$ cat config.mk
export PLATFORM = sky130hd
export DESIGN_NAME = cmd_idle_dispatch
export DESIGN_NICKNAME = d
export VERILOG_FILES = /design/src/rtl/cid_pkg.sv /design/src/rtl/cid_cmd_decode.sv /design/src/rtl/cid_onehot.sv /design/src/rtl/cmd_idle_dispatch.sv
export SDC_FILE = /design/constraint.sdc
export NUM_CORES = 1
export LEC_CHECK = 0
export BUFFER_PORTS_ARGS = -buffer_cell sky130_fd_sc_hd__buf_2
export CORE_AREA = 2 2 69 104
export DETAILED_ROUTE_END_ITERATION = 8
export DIE_AREA = 0 0 71 106
export GPL_TIMING_DRIVEN = 0
export HOLD_SLACK_MARGIN = 0.08
export PLACE_DENSITY = 0.52
export SETUP_SLACK_MARGIN = 0.5
export SYNTH_ARGS = -nofsm -noshare
export SYNTH_HDL_FRONTEND = slang
export SYNTH_SLANG_ARGS = --single-unit
$ cat constraint.sdc
create_clock -name clk -period 2.45 [get_ports clk]
set_input_delay 0.245 -clock clk [delete_from_list [all_inputs] [get_ports clk]]
set_output_delay 0.245 -clock clk [all_outputs]
set_load 0.005 [all_outputs]
$ cat src/rtl/cid_pkg.sv
package cid_pkg;
  typedef enum logic [2:0] {
    S_IDLE, S_CHKFRM, S_CHKCMD, S_SVCTEST, S_SENDTAG, S_SVCDEC, S_DISP
  } cid_state_e;

  localparam logic [1:0] FT_CMD  = 2'd0;
  localparam logic [1:0] FT_STAT = 2'd1;
endpackage

$ cat src/rtl/cid_cmd_decode.sv
module cid_cmd_decode #(
  parameter int OPW = 8,
  parameter int NCLS = 13,
  parameter logic [OPW-1:0] SVC_OP = 8'hA2,
  localparam int CLSW = $clog2(NCLS)
) (
  input  logic [OPW-1:0]  op,
  output logic            is_svc,
  output logic            is_sup,
  output logic [CLSW-1:0] cls
);
  always_comb begin
    cls    = op[OPW-1 -: CLSW];
    is_svc = (op == SVC_OP);
    is_sup = !is_svc && (int'(cls) < NCLS) && !op[OPW-1-CLSW];
  end
endmodule

$ cat src/rtl/cid_onehot.sv
module cid_onehot #(
  parameter int N = 20,
  localparam int IW = $clog2(N)
) (
  input  logic [IW-1:0] idx,
  output logic [N-1:0]  vec
);
  for (genvar g = 0; g < N; g++) begin : g_bit
    assign vec[g] = (idx == IW'(g));
  end
endmodule

$ cat src/rtl/cmd_idle_dispatch.sv
module cmd_idle_dispatch
  import cid_pkg::*;
#(
  parameter int OPW = 8,
  parameter int TAGW = 5,
  parameter int KINDW = 3,
  parameter int NCLS = 13,
  parameter int NSVC = 6,
  parameter int NPKT = 2,
  parameter logic [OPW-1:0] SVC_OP = 8'hA2,
  localparam int NDSP = 1 + NCLS + NSVC,
  localparam int DIW = $clog2(NDSP),
  localparam int CLSW = $clog2(NCLS)
) (
  input  logic             clk,
  input  logic             rst,
  input  logic             frm_vld,
  input  logic [1:0]       frm_type,
  input  logic             frm_cbit,
  input  logic             frm_srst,
  input  logic             frm_bsy,
  input  logic             frm_drq,
  input  logic [OPW-1:0]   frm_op,
  input  logic [TAGW-1:0]  frm_tag,
  input  logic             q_rdy,
  input  logic [TAGW-1:0]  q_tag,
  input  logic [KINDW-1:0] q_kind,
  input  logic             hdl_done,
  output logic [NDSP-1:0]  dsp_o,
  output logic             abort_o,
  output logic             svc_o
);
  cid_state_e       st;
  logic [1:0]       type_q;
  logic             cbit_q, srst_q;
  logic [OPW-1:0]   op_q;
  logic             pend;
  logic [TAGW-1:0]  ptag;
  logic [KINDW-1:0] pkind;
  logic [NDSP-1:0]  dsp_q;
  logic             abort_q, svc_q;

  logic             is_svc, is_sup;
  logic [CLSW-1:0]  cls;
  logic [DIW-1:0]   idx_c;
  logic [NDSP-1:0]  oh_c;
  logic             tag_hit;

  cid_cmd_decode #(.OPW(OPW), .NCLS(NCLS), .SVC_OP(SVC_OP)) u_dec (
    .op(op_q), .is_svc(is_svc), .is_sup(is_sup), .cls(cls)
  );

  always_comb begin
    case (st)
      S_CHKFRM: idx_c = '0;
      S_CHKCMD: idx_c = DIW'(1) + DIW'(cls);
      default:  idx_c = DIW'(1 + NCLS) + DIW'(pkind);
    endcase
  end

  cid_onehot #(.N(NDSP)) u_oh (.idx(idx_c), .vec(oh_c));

  assign tag_hit = frm_vld && (frm_type == FT_STAT) && !frm_bsy && frm_drq
                   && (frm_tag == ptag);

  always_ff @(posedge clk) begin
    if (rst) begin
      st      <= S_IDLE;
      type_q  <= '0;
      cbit_q  <= 1'b0;
      srst_q  <= 1'b0;
      op_q    <= '0;
      pend    <= 1'b0;
      ptag    <= '0;
      pkind   <= '0;
      dsp_q   <= '0;
      abort_q <= 1'b0;
      svc_q   <= 1'b0;
    end else begin
      abort_q <= 1'b0;
      svc_q   <= 1'b0;
      case (st)
        S_IDLE: begin
          if (frm_vld) begin
            type_q <= frm_type;
            cbit_q <= frm_cbit;
            srst_q <= frm_srst;
            op_q   <= frm_op;
            st     <= S_CHKFRM;
          end else if (q_rdy && !pend) begin
            pend  <= 1'b1;
            ptag  <= q_tag;
            pkind <= q_kind;
            svc_q <= 1'b1;
          end
        end
        S_CHKFRM: begin
          if (type_q == FT_CMD && srst_q) begin
            dsp_q <= oh_c;
            st    <= S_DISP;
          end else if (type_q == FT_CMD && cbit_q) begin
            st <= S_CHKCMD;
          end else begin
            st <= S_IDLE;
          end
        end
        S_CHKCMD: begin
          if (is_svc && pend) begin
            st <= S_SVCTEST;
          end else if (is_sup) begin
            dsp_q <= oh_c;
            st    <= S_DISP;
          end else begin
            abort_q <= 1'b1;
            st      <= S_IDLE;
          end
        end
        S_SVCTEST: st <= (int'(pkind) < NPKT) ? S_SVCDEC : S_SENDTAG;
        S_SENDTAG: if (tag_hit) st <= S_SVCDEC;
        S_SVCDEC: begin
          pend <= 1'b0;
          if (int'(pkind) < NSVC) begin
            dsp_q <= oh_c;
            st    <= S_DISP;
          end else begin
            abort_q <= 1'b1;
            st      <= S_IDLE;
          end
        end
        S_DISP: begin
          if (hdl_done) begin
            dsp_q <= '0;
            st    <= S_IDLE;
          end
        end
        default: st <= S_IDLE;
      endcase
    end
  end

  assign dsp_o   = dsp_q;
  assign abort_o = abort_q;
  assign svc_o   = svc_q;


  dsp_onehot_chk: assert property (@(posedge clk) disable iff (rst)
    $onehot0(dsp_q));

  dsp_hold_chk: assert property (@(posedge clk) disable iff (rst)
    (|dsp_q && !hdl_done) |=> $stable(dsp_q));

  dsp_release_chk: assert property (@(posedge clk) disable iff (rst)
    (|dsp_q && hdl_done) |=> (dsp_q == '0));

  abort_pulse_chk: assert property (@(posedge clk) disable iff (rst)
    abort_q |=> !abort_q);

  abort_no_dsp_chk: assert property (@(posedge clk) disable iff (rst)
    abort_q |-> (dsp_q == '0));

  svc_pulse_chk: assert property (@(posedge clk) disable iff (rst)
    svc_q |=> !svc_q);

  svc_sets_pend_chk: assert property (@(posedge clk) disable iff (rst)
    svc_q |-> pend);
endmodule

==> Yosys cells after proc, flatten, opt, wreduce, memory -nomap -nowiden <==
Index checks and enable logic that the tools add are counted.
{ "op_classes": {"n_addsub": 2, "magnitude_cmp": 3, "eq_ne": 37, "n_mux": 25, "bitwise_logic": 2, "n_reduce_logical": 25} }
{ "op_table": {"columns": ["op", "count"], "rows": [
  ["20-bit 2-to-1 mux", 5],
  ["20-bit one-hot mux with 4 select lines", 1],
  ["5-bit by 4-bit == test with 1-bit output (second input constant)", 8],
  ["3-bit 2-to-1 mux", 7],
  ["3-bit one-hot mux with 7 select lines", 1],
  ["5-bit by 3-bit == test with 1-bit output (second input constant)", 4],
  ["5-bit == test (second input constant)", 4],
  ["2-bit inequality test (second input constant)", 9],
  ["5-bit by 2-bit == test with 1-bit output (second input constant)", 2],
  ["1-bit logical AND", 10],
  ["5-bit one-hot mux with 2 select lines", 1],
  ["3-bit == test (second input constant)", 3],
  ["3-bit AND reduction", 3],
  ["8-bit == test (second input constant)", 1],
  ["1-bit 2-to-1 mux", 7],
  ["3-bit by 2-bit == test with 1-bit output (second input constant)", 2],
  ["6-bit AND reduction", 1],
  ["1-bit by 4-bit adder with 5-bit output (first input constant)", 1],
  ["4-bit by 3-bit adder with 5-bit output (first input constant)", 1],
  ["5-bit by 1-bit == test with 1-bit output (second input constant)", 1],
  ["5-bit == test", 1],
  ["5-bit zero test", 1],
  ["1-bit zero test", 4],
  ["4-bit < comparator (second input constant)", 1],
  ["13 further kinds", 15]
]} }
{ "word_totals": {"reg_bits": 46, "in_bits": 32, "out_inout_bits": 22, "elab_cells": 105} }

==> Logic depth before layout (Yosys ltp) <==
Gate-level depths: netlist of the first run.
{ "depth": {"ltp_word": 7, "depth_mapped": 8, "depth_no_buf": 7} }

==> By module <==
Synthesis of the first run repeated with hierarchy kept, for this count alone.
{ "unflattened": {"hier_cells": 299, "hier_area_um2": 2423.6} }
{ "by_module_without_submodules": {"columns": ["module", "n_inst", "cells_per_inst", "area_each_um2", "seq_area_each_um2"], "rows": [
  ["cmd_idle_dispatch", 1, 257, 2174.6, 920.9],
  ["cid_onehot", 1, 33, 167.7, 0.0],
  ["cid_cmd_decode", 1, 9, 81.3, 0.0]
]} }

==> Worst setup path before layout of the first run <==
OpenSTA, ideal clock, no wires.
{ "synth_path": {"kind": "register to register", "start": "register op_q[4]", "end": "register dsp_q[8] (netlist: dsp_o[8])", "setup_ns": 0.117, "arrival_ns": 1.757, "required_time_ns": 2.333, "setup_slack_ns": 0.576, "path_stages_with_launch": 9, "n_path_buf": 1, "period_less_slack_ns": 1.874, "path_cell_list": "dfxtp_1 > inv_1 > ha_1 > and4bb_4 > a311oi_4 > nand2b_1 > a21oi_1 > buf_6 > a22o_1"} }
{ "synth_via": {"elab_chain_cells": 6, "elab_cells_between_ends": 17, "cone_classes": "add/sub: 1; order compare: 1; eq/ne: 4; mux: 6; reduce/logical: 5"} }
{ "synth_lines": {"columns": ["element", "line", "text"], "rows": [
  ["from (decl)", "cmd_idle_dispatch.sv:36", "logic [OPW-1:0] op_q;"],
  ["from (signal assigned)", "cmd_idle_dispatch.sv:88", "op_q <= frm_op;"],
  ["1-bit by 4-bit adder with 5-bit output or 8-bit == test (tied branches)", "cmd_idle_dispatch.sv:56, cid_cmd_decode.sv:14", null],
  ["5-bit one-hot mux with 2 select lines or 1-bit zero test (tied branches)", "cmd_idle_dispatch.sv:54, cid_cmd_decode.sv:15", null],
  ["5-bit by 4-bit == test with 1-bit output or 1-bit logical AND (tied branches)", "cid_onehot.sv:9, cid_cmd_decode.sv:15", null],
  ["20-bit 2-to-1 mux or 1-bit logical AND (tied branches)", "cmd_idle_dispatch.sv:110, cid_cmd_decode.sv:15", null],
  ["20-bit 2-to-1 mux or 2-bit inequality test (tied branches)", null, null],
  ["20-bit one-hot mux with 4 select lines or 6-bit AND reduction (tied branches)", null, null],
  ["to (signal assigned)", "cmd_idle_dispatch.sv:99", "dsp_q <= oh_c;"],
  ["to (signal assigned)", "cmd_idle_dispatch.sv:111", "dsp_q <= oh_c;"],
  ["to (signal assigned)", "cmd_idle_dispatch.sv:123", "dsp_q <= oh_c;"],
  ["to (decl)", "cmd_idle_dispatch.sv:40", "logic [NDSP-1:0] dsp_q;"]
]} }
Parallel ways exist; a longest one is shown, timed or not. The select of a mux whose other input is x is not followed.
A chain may end at the register's enable or synchronous reset.

==> Worst setup path after layout of the first run <==
{ "layout_path": {"start": "register op_q[4]", "end": "register dsp_q[1] (netlist: dsp_o[1])"} }
{ "layout_via": {"elab_chain_cells": 6, "elab_cells_between_ends": 17, "cone_classes": "add/sub: 1; order compare: 1; eq/ne: 4; mux: 6; reduce/logical: 5"} }
{ "layout_lines": {"columns": ["element", "line"], "rows": [
  ["1-bit by 4-bit adder with 5-bit output or 8-bit == test (tied branches)", "cmd_idle_dispatch.sv:56, cid_cmd_decode.sv:14"],
  ["5-bit one-hot mux with 2 select lines or 1-bit zero test (tied branches)", "cmd_idle_dispatch.sv:54, cid_cmd_decode.sv:15"],
  ["5-bit by 1-bit == test with 1-bit output or 1-bit logical AND (tied branches)", "cid_onehot.sv:9, cid_cmd_decode.sv:15"],
  ["20-bit 2-to-1 mux or 1-bit logical AND (tied branches)", "cmd_idle_dispatch.sv:110, cid_cmd_decode.sv:15"],
  ["20-bit 2-to-1 mux or 2-bit inequality test (tied branches)", null],
  ["20-bit one-hot mux with 4 select lines or 6-bit AND reduction (tied branches)", null]
]} }
Parallel ways exist; a longest one is shown, timed or not. The select of a mux whose other input is x is not followed.

==> results.tsv, run 1 <==
metric	value	unit
slew_viol_final	0	
hold_viol	0	
cts_max_level	2	
finalCriticalPeriod	1.920	ns
outcome	finished clean	
grt_start_max_net_pins	15	
cts_hold_buf	0	
hp-class	input port to flop	
holdPathEnd	op_q[4]	
power.total	2.100	mW
clk-insertion-delay-late	0.31	ns
critPathLaunchType	flop	
worstHoldStart	frm_op[4]	
num_vias	1970	
die_w	71	um
grt_pass1_vias	1808	
utilization	42.14	%
cts_tree	yes	
final.setup.tns	0	ns
ys_warn_count	0	
std_cell_rows	37	
synth-edff-count	0	
reg2reg_slack	0.53	ns
r2r_end	dsp_o[1]	
start_util	33.83	%
peakVddDrop	0.0003202	V
ys_ff_latch	46	
cts_made_buffers	5	
synthArstFlopShare	0	%
grtUsageTotal	14.73	%
overflow	0	
synth_nets	278	
synth_area_per_cell	9.423	um2
syn-instance-count	241	
worstPathMaxFanout	5	
area_delta_synth_final	24.57	%
dieArea	7526	um2
coreArea	6713	um2
viasPerCell	5.117	
globalplace.congestion	0.7876	
wl	5513	um
ioPinCount	54	
synth_ff_type	dfxtp_1	
clock_skew	0.01275	ns
r2r_cells	7	
dp_hpwl	4148	um
port_buffers	53	
synthDistinctLibCells	54	
drcViolationCount	0	
first_pass_iters	4	
leakagePower	1.220	nW
required	2.70	ns
worstMarginPinSlew	0.5385	ns
slew_headroom	64.10	%
postRouteAntennaNets	0	
rsz0062_at_grt	yes	
max_freq	0.5207	GHz
dp_cells	372	
end_kind	flop	
wl_per_cell	14.32	um
drv_cap	0	
path_class	flop to flop	
syn_area	2271	um2
crit_arrival	2.17	ns
grt_pass1_wl	8894	um
reg2reg_from	op_q[4]	
antenna_found_initial	0	
fin_nets	343	
p_per_area	742.2	nW/um2
cts_root_buffer	clkbuf_8	
clk_pin_slew_worst_paths	0.09	ns
fin_cells	385	
ys_seq_area_share	40.55	%
ctsLongestPathBuffers	2	
first_iter_violations	71	
setup_viol	0	
final_layout_size_suffix_gt1_share	34.53	%
diodes	0	
dieHeight	106	um
cts_sinks	46	
min_period_over_period	78.39	%
hold_path_depth	3	
## cells in the mapped netlist (2+ instances only)
master	count	area [um2]
o21ai_1	5	25.02
nor2_1	18	67.56
nand4_1	4	25.02
nand2_1	30	112.6
o21ai_0	4	20.02
clkbuf_1	4	15.01
inv_1	6	22.52
o211ai_1	2	15.01
nor2b_1	3	18.77
nor4b_1	2	17.52
buf_2	6	30.03
and2_1	3	18.77
a22o_1	20	175.2
buf_6	2	22.52
dfxtp_1	46	920.9
ha_1	5	62.56
nor4bb_1	2	20.02
a21oi_1	21	105.1
nand2b_1	2	12.51
xnor2_1	7	61.31
nor3_1	5	25.02
nor4b_4	2	47.55
nand3_1	3	15.01
mux2i_1	9	90.09
## state kept, by name (all words and copies together), names as in the netlist
signal	flops
pkind	3
op_q	8
st	3
pend	1
ptag	5
dsp_o	20
cbit_q	1
abort_o	1
srst_q	1
svc_o	1
type_q	2
## through the flow
stage	setup slack, ns	cell area (um2)	hold slack, ns
2_1_floorplan	0.5757	2271	0.3810
3_3_place_gp	0.2990	2634	0.4461
3_5_place_dp	0.2952	2634	0.4506
4_1_cts	0.5010	2734	0.1502
5_1_grt	0.4037	2829	0.1457
6_report	0.5296	2829	0.1571
## how the worst max path moves through the flow
stage | from | end | slack, ns | depth (start not counted)
2_1_floorplan | op_q[4] | dsp_o[8] | 0.58 | 8
6_report | op_q[4] | dsp_o[1] | 0.53 | 7
4_1_cts | op_q[4] | dsp_o[11] | 0.50 | 7
3_3_place_gp | op_q[4] | dsp_o[6] | 0.30 | 7
3_5_place_dp | op_q[4] | dsp_o[10] | 0.30 | 7
5_1_grt | op_q[4] | dsp_o[1] | 0.40 | 7
## kinds of logic (layout without fill, tap and decap cells)
logic type,after synthesis,after routing,share of synthesized area (%)
buffers and inverters,20,86,4.297
AOI/OAI and AO/OA,64,64,22.20
xor gates and xnor gates,7,7,2.700
DFF,46,46,40.55
muxes,9,9,3.967
and+or+nand+nor,90,90,23.53
adders and majority gates,5,5,2.755
## routing by layer
layer | track usage, % | part of all wire [%] | up-vias
met1 | 16.39 | 40 | 909
met5 | 0 | 0 | -
met3 | 2.464 | 4.2 | 10
met4 | 6.065 | 2.2 | 0
li1 | - | - | 1000
met2 | 27.10 | 53 | 51
## repair_timing
action / CTS / global route
cloned: 0 / 1
gates resized for setup: 4 / 22
pin swaps: 6 / 10
endpoints found under the setup margin: 20 / 38
setup buffers: 1 / 3
## worst max-delay path, stage by stage, from the launching register on
cell      delay [ns]
dfxtp_4         0.38
inv_4           0.07
ha_1            0.13
and3b_2         0.22
a311oi_4        0.33
a21boi_4        0.15
nor4b_4         0.40
a22o_1          0.18
## layout by cell type, fill, tap and decap left out, types with 3 or more instances in the layout
cell type / n
xnor2_1: 7
o21ai_1: 4
a21oi_1: 20
ha_1: 4
buf_2: 57
nand2_1: 29
nor3_2: 3
nor2b_1: 3
nor2_1: 18
clkbuf_8: 5
buf_4: 5
clkbuf_1: 4
o21ai_0: 4
mux2i_1: 9
nand3_1: 3
a22o_1: 20
dfxtp_1: 43
and2_1: 3
inv_1: 5
clkbuf_4: 3
nand4_1: 4
## final cells by class
| cell class | count | area, um2 |
|---|---|---|
| Fill cell | 702 | 3884 |
| Multi-Input combinational cell | 175 | 1303 |
| Sequential cell | 46 | 929.6 |
| Timing Repair Buffer | 58 | 300.3 |
| Tap cell | 78 | 97.59 |
| Buffer | 13 | 83.83 |
| Clock buffer | 6 | 72.57 |
| Inverter | 7 | 28.78 |
| Clock inverter | 2 | 13.76 |
## where the power goes
group	internal [mW]	switching, mW
clock network	0.202	0.266
registers	0.816	0.0599
logic	0.320	0.437
total	1.34	0.763
Power figures use the tool's default switching activity.
==> inputs of run 2 (changes only) <==
--- a/config.mk
+++ b/config.mk
@@ -5,6 +5,7 @@
 export SDC_FILE = /design/constraint.sdc
 export NUM_CORES = 1
 export LEC_CHECK = 0
+export ABC_AREA = 1
 export BUFFER_PORTS_ARGS = -buffer_cell sky130_fd_sc_hd__buf_2
 export CORE_AREA = 2 2 69 104
 export DETAILED_ROUTE_END_ITERATION = 8
==> constraint.sdc (replaced) <==
create_clock -name clk -period 1.9 [get_ports clk]
set_input_delay 0.19 -clock clk [delete_from_list [all_inputs] [get_ports clk]]
set_output_delay 0.19 -clock clk [all_outputs]
set_load 0.005 [all_outputs]
==> run 2 against run 1 <==
Effect of this change: clock skew down 0.0068 ns; clock-buffer cell count did not move; first-iteration DRC count fell by 18%; combinational power rose to 4.2 times the previous value; global-route usage increased by 2.0 points; synthesized cell count grew 35%.
==> results.tsv, run 2 <==
metric	value	unit	change
outcome	finished clean		
grt_start_max_net_pins	15		unchanged
dieArea	7526	um2	unchanged
cts_made_buffers	5		unchanged
ctsLongestPathBuffers	2		unchanged
cts_max_level	2		unchanged
area_delta_synth_final	54.33	%	
worstMarginPinSlew	0.7134	ns	+0.1749 ns
cts_tree	yes		
die_w	71	um	unchanged
timing.final.ws_setup	0.3114	ns	-0.2182 ns
slew_headroom	52.44	%	-12 points
drcViolationCount	0		unchanged
synth_nets	362		+30%
drv_cap	0		unchanged
path_class	flop to flop		
final.setup.tns	0	ns	unchanged
ys_top_cells_by_count	nand2_1 (84), dfxtp_1 (46), nor2_1 (37)		
wl_per_cell	13.09	um	-8.6%
required	2.13	ns	-0.57 ns
r2r_cells	9		+2
cts_root_buffer	clkbuf_8		
cp_common_cell	buf_6		
start_util	34.00	%	+0.17 points
syn-instance-count	325		+35%
synth_ff_type	dfxtp_1		
final_cell_mix	nand2_1 (59), buf_2 (52), dfxtp_1 (39), a21oi_1 (23), nand2_2 (22)		
globalplace.congestion	0.8025		+1.9%
cpMaxStageDelayCell	dfxtp_4		
hold_viol	0		unchanged
leakagePower	1.472	nW	+21%
ys_seq_area_share	40.35	%	-0.20 points
finalCriticalPeriod	1.589	ns	-0.3318 ns
clock_skew	0.005909	ns	-0.006839 ns
worst_hold_slack	0.1262	ns	-0.03089 ns
syn_area	2282	um2	+0.50%
synth_top_area_cell	dfxtp_1		
ioPinCount	54		unchanged
crit_arrival	1.82	ns	-0.35 ns
critPathLaunchType	flop		
clk-insertion-delay-late	0.30	ns	about the same
setup_viol	0		unchanged
slew_viol_final	0		unchanged
dp_slack	0.2378	ns	-0.05744 ns
peakVddDrop	0.0005302	V	+66%
grt_pass1_vias	2212		+22%
layout_commonest_cell	nand2_1		
diodes	0		unchanged
netlist.area_leader.share	40.35	%	-0.20 points
antenna_found_initial	0		unchanged
hold_path_depth	3		unchanged
num_vias	2396		+22%
viasPerCell	4.880		-4.6%
grt_pass1_wl	10070	um	+13%
first_iter_violations	58		-18%
ys_ff_latch	46		unchanged
clk_pin_slew_worst_paths	0.09	ns	about the same
synthArstFlopShare	0	%	unchanged
coreArea	6713	um2	unchanged
worstPathMaxFanout	4		-1
yosysMostFrequentCell	nand2_1		
fin_nets	449		+31%
synth_area_per_cell	7.022	um2	-25%
first_pass_iters	5		+1
postRouteAntennaNets	0		unchanged
overflow	0		unchanged
final_layout_size_suffix_gt1_share	50.85	%	+16 points
ys_warn_count	0		unchanged
synthDistinctLibCells	31		-43%
synth-edff-count	0		unchanged
max_freq	0.6295	GHz	+21%
end_kind	flop		
grtUsageTotal	16.75	%	+2.0 points
fillers	652		-7.1%
largest_register_ffs	20		unchanged
p_per_area	1493	nW/um2	+100%
cts_sinks	46		unchanged
dieHeight	106	um	unchanged
min_period_over_period	83.61	%	+5.2 points
dp_hpwl	4295	um	+3.5%
hp-class	input port to flop		
port_buffers	52		-1.9%
slowest_delay	0.37	ns	-0.03 ns
crit_path_cell_trace	buf_6, ha_4, xor2_2, nand2_1, nand2_2, buf_6, nor2_4, nand3_2, a21oi_2		
rsz0062_at_grt	yes		
std_cell_rows	37		unchanged
wl	6427	um	+17%
reg2reg_slack	0.31	ns	-0.22 ns
synth_area_leaders	dfxtp_1 (40%), nand2_1 (14%), a21oi_1 (7.5%)		
-- run 2: changes by cell type in the layout (fill, tap and decap cells not counted), moves of 13 or more --
cell	delta
nand2_2	+20
buf_6	+13
nor2_4	+17
nand3_1	+15
nand2_1	+30
nand3_2	+18
a22o_1	-20
-- run 2: cell families (layout without fill, tap and decap cells) --
| kind of cell | after synthesis | after routing | synth area share [%] |
|---|---|---|---|
| AO/OA/AOI/OAI | 50 | 50 | 12.45 |
| XOR/XNOR | 2 | 2 | 0.7677 |
| adder cells (fa/ha/maj) | 5 | 5 | 2.741 |
| buffers and inverters | 45 | 131 | 8.443 |
| flip-flops | 46 | 46 | 40.35 |
| AND/OR/NAND/NOR | 177 | 179 | 35.25 |
-- run 2: final timing paths --
check / from / end
max: op_q[5] / dsp_o[8]
min: q_tag[2] / ptag[2]
max reg2reg: op_q[5] / dsp_o[8]
min reg2reg: dsp_o[11] / dsp_o[11]
-- run 2: cell type report --
type	instances	area [um2]	area share, %
Multi-Input combinational cell	236	1614	45.83
Sequential cell	46	937.1	26.61
Inverter	32	142.6	4.050
Tap cell	78	97.59	2.771
Buffer	13	120.1	3.410
Timing Repair Buffer	78	500.5	14.21
Clock inverter	2	37.54	1.066
Clock buffer	6	72.57	2.060
-- run 2: per-stage QoR --
stage	cell area, um2	power (mW)	util [%]	instances
global placement	2646	3.085	39.42	455
global route	3522	5.643	52.47	491
floorplan	2288	2.645	-	325
CTS	3123	4.608	46.52	482
finish	3522	5.257	52.47	491
detailed placement	2646	3.092	39.42	455
-- run 2: per-layer routing --
layer / vias up / wire [um] / global-route usage [%]
li1: 1237 / - / -
met1: 1096 / 2394 / 17.07
met2: 53 / 3698 / 32.58
met3: 10 / 216 / 3.223
met4: 0 / 116 / 6.334
met5: - / 0 / 0
-- run 2: worst max-delay path: cells and delay by family (launching register included) --
family	cells	cell delay (ns)
XOR/XNOR	1	0.14
AND/OR/NAND/NOR	4	0.43
flip-flops	1	0.37
adder cells (fa/ha/maj)	1	0.16
buffers and inverters	2	0.27
AO/OA/AOI/OAI	1	0.15
-- run 2: what timing repair did --
action                                  in CTS  in global routing
gates cloned                                 2                  4
gates resized for setup                     72                 93
pin swaps                                   24                 25
hold buffers                                 0                  0
endpoints found under the setup margin      43                 46
setup buffers                               17                  5
-- run 2: power breakdown --
group | internal [mW] | switching [mW]
sequential | 1.17 | 0.165
combinational | 1.35 | 1.84
clock | 0.393 | 0.329
total | 2.92 | 2.34
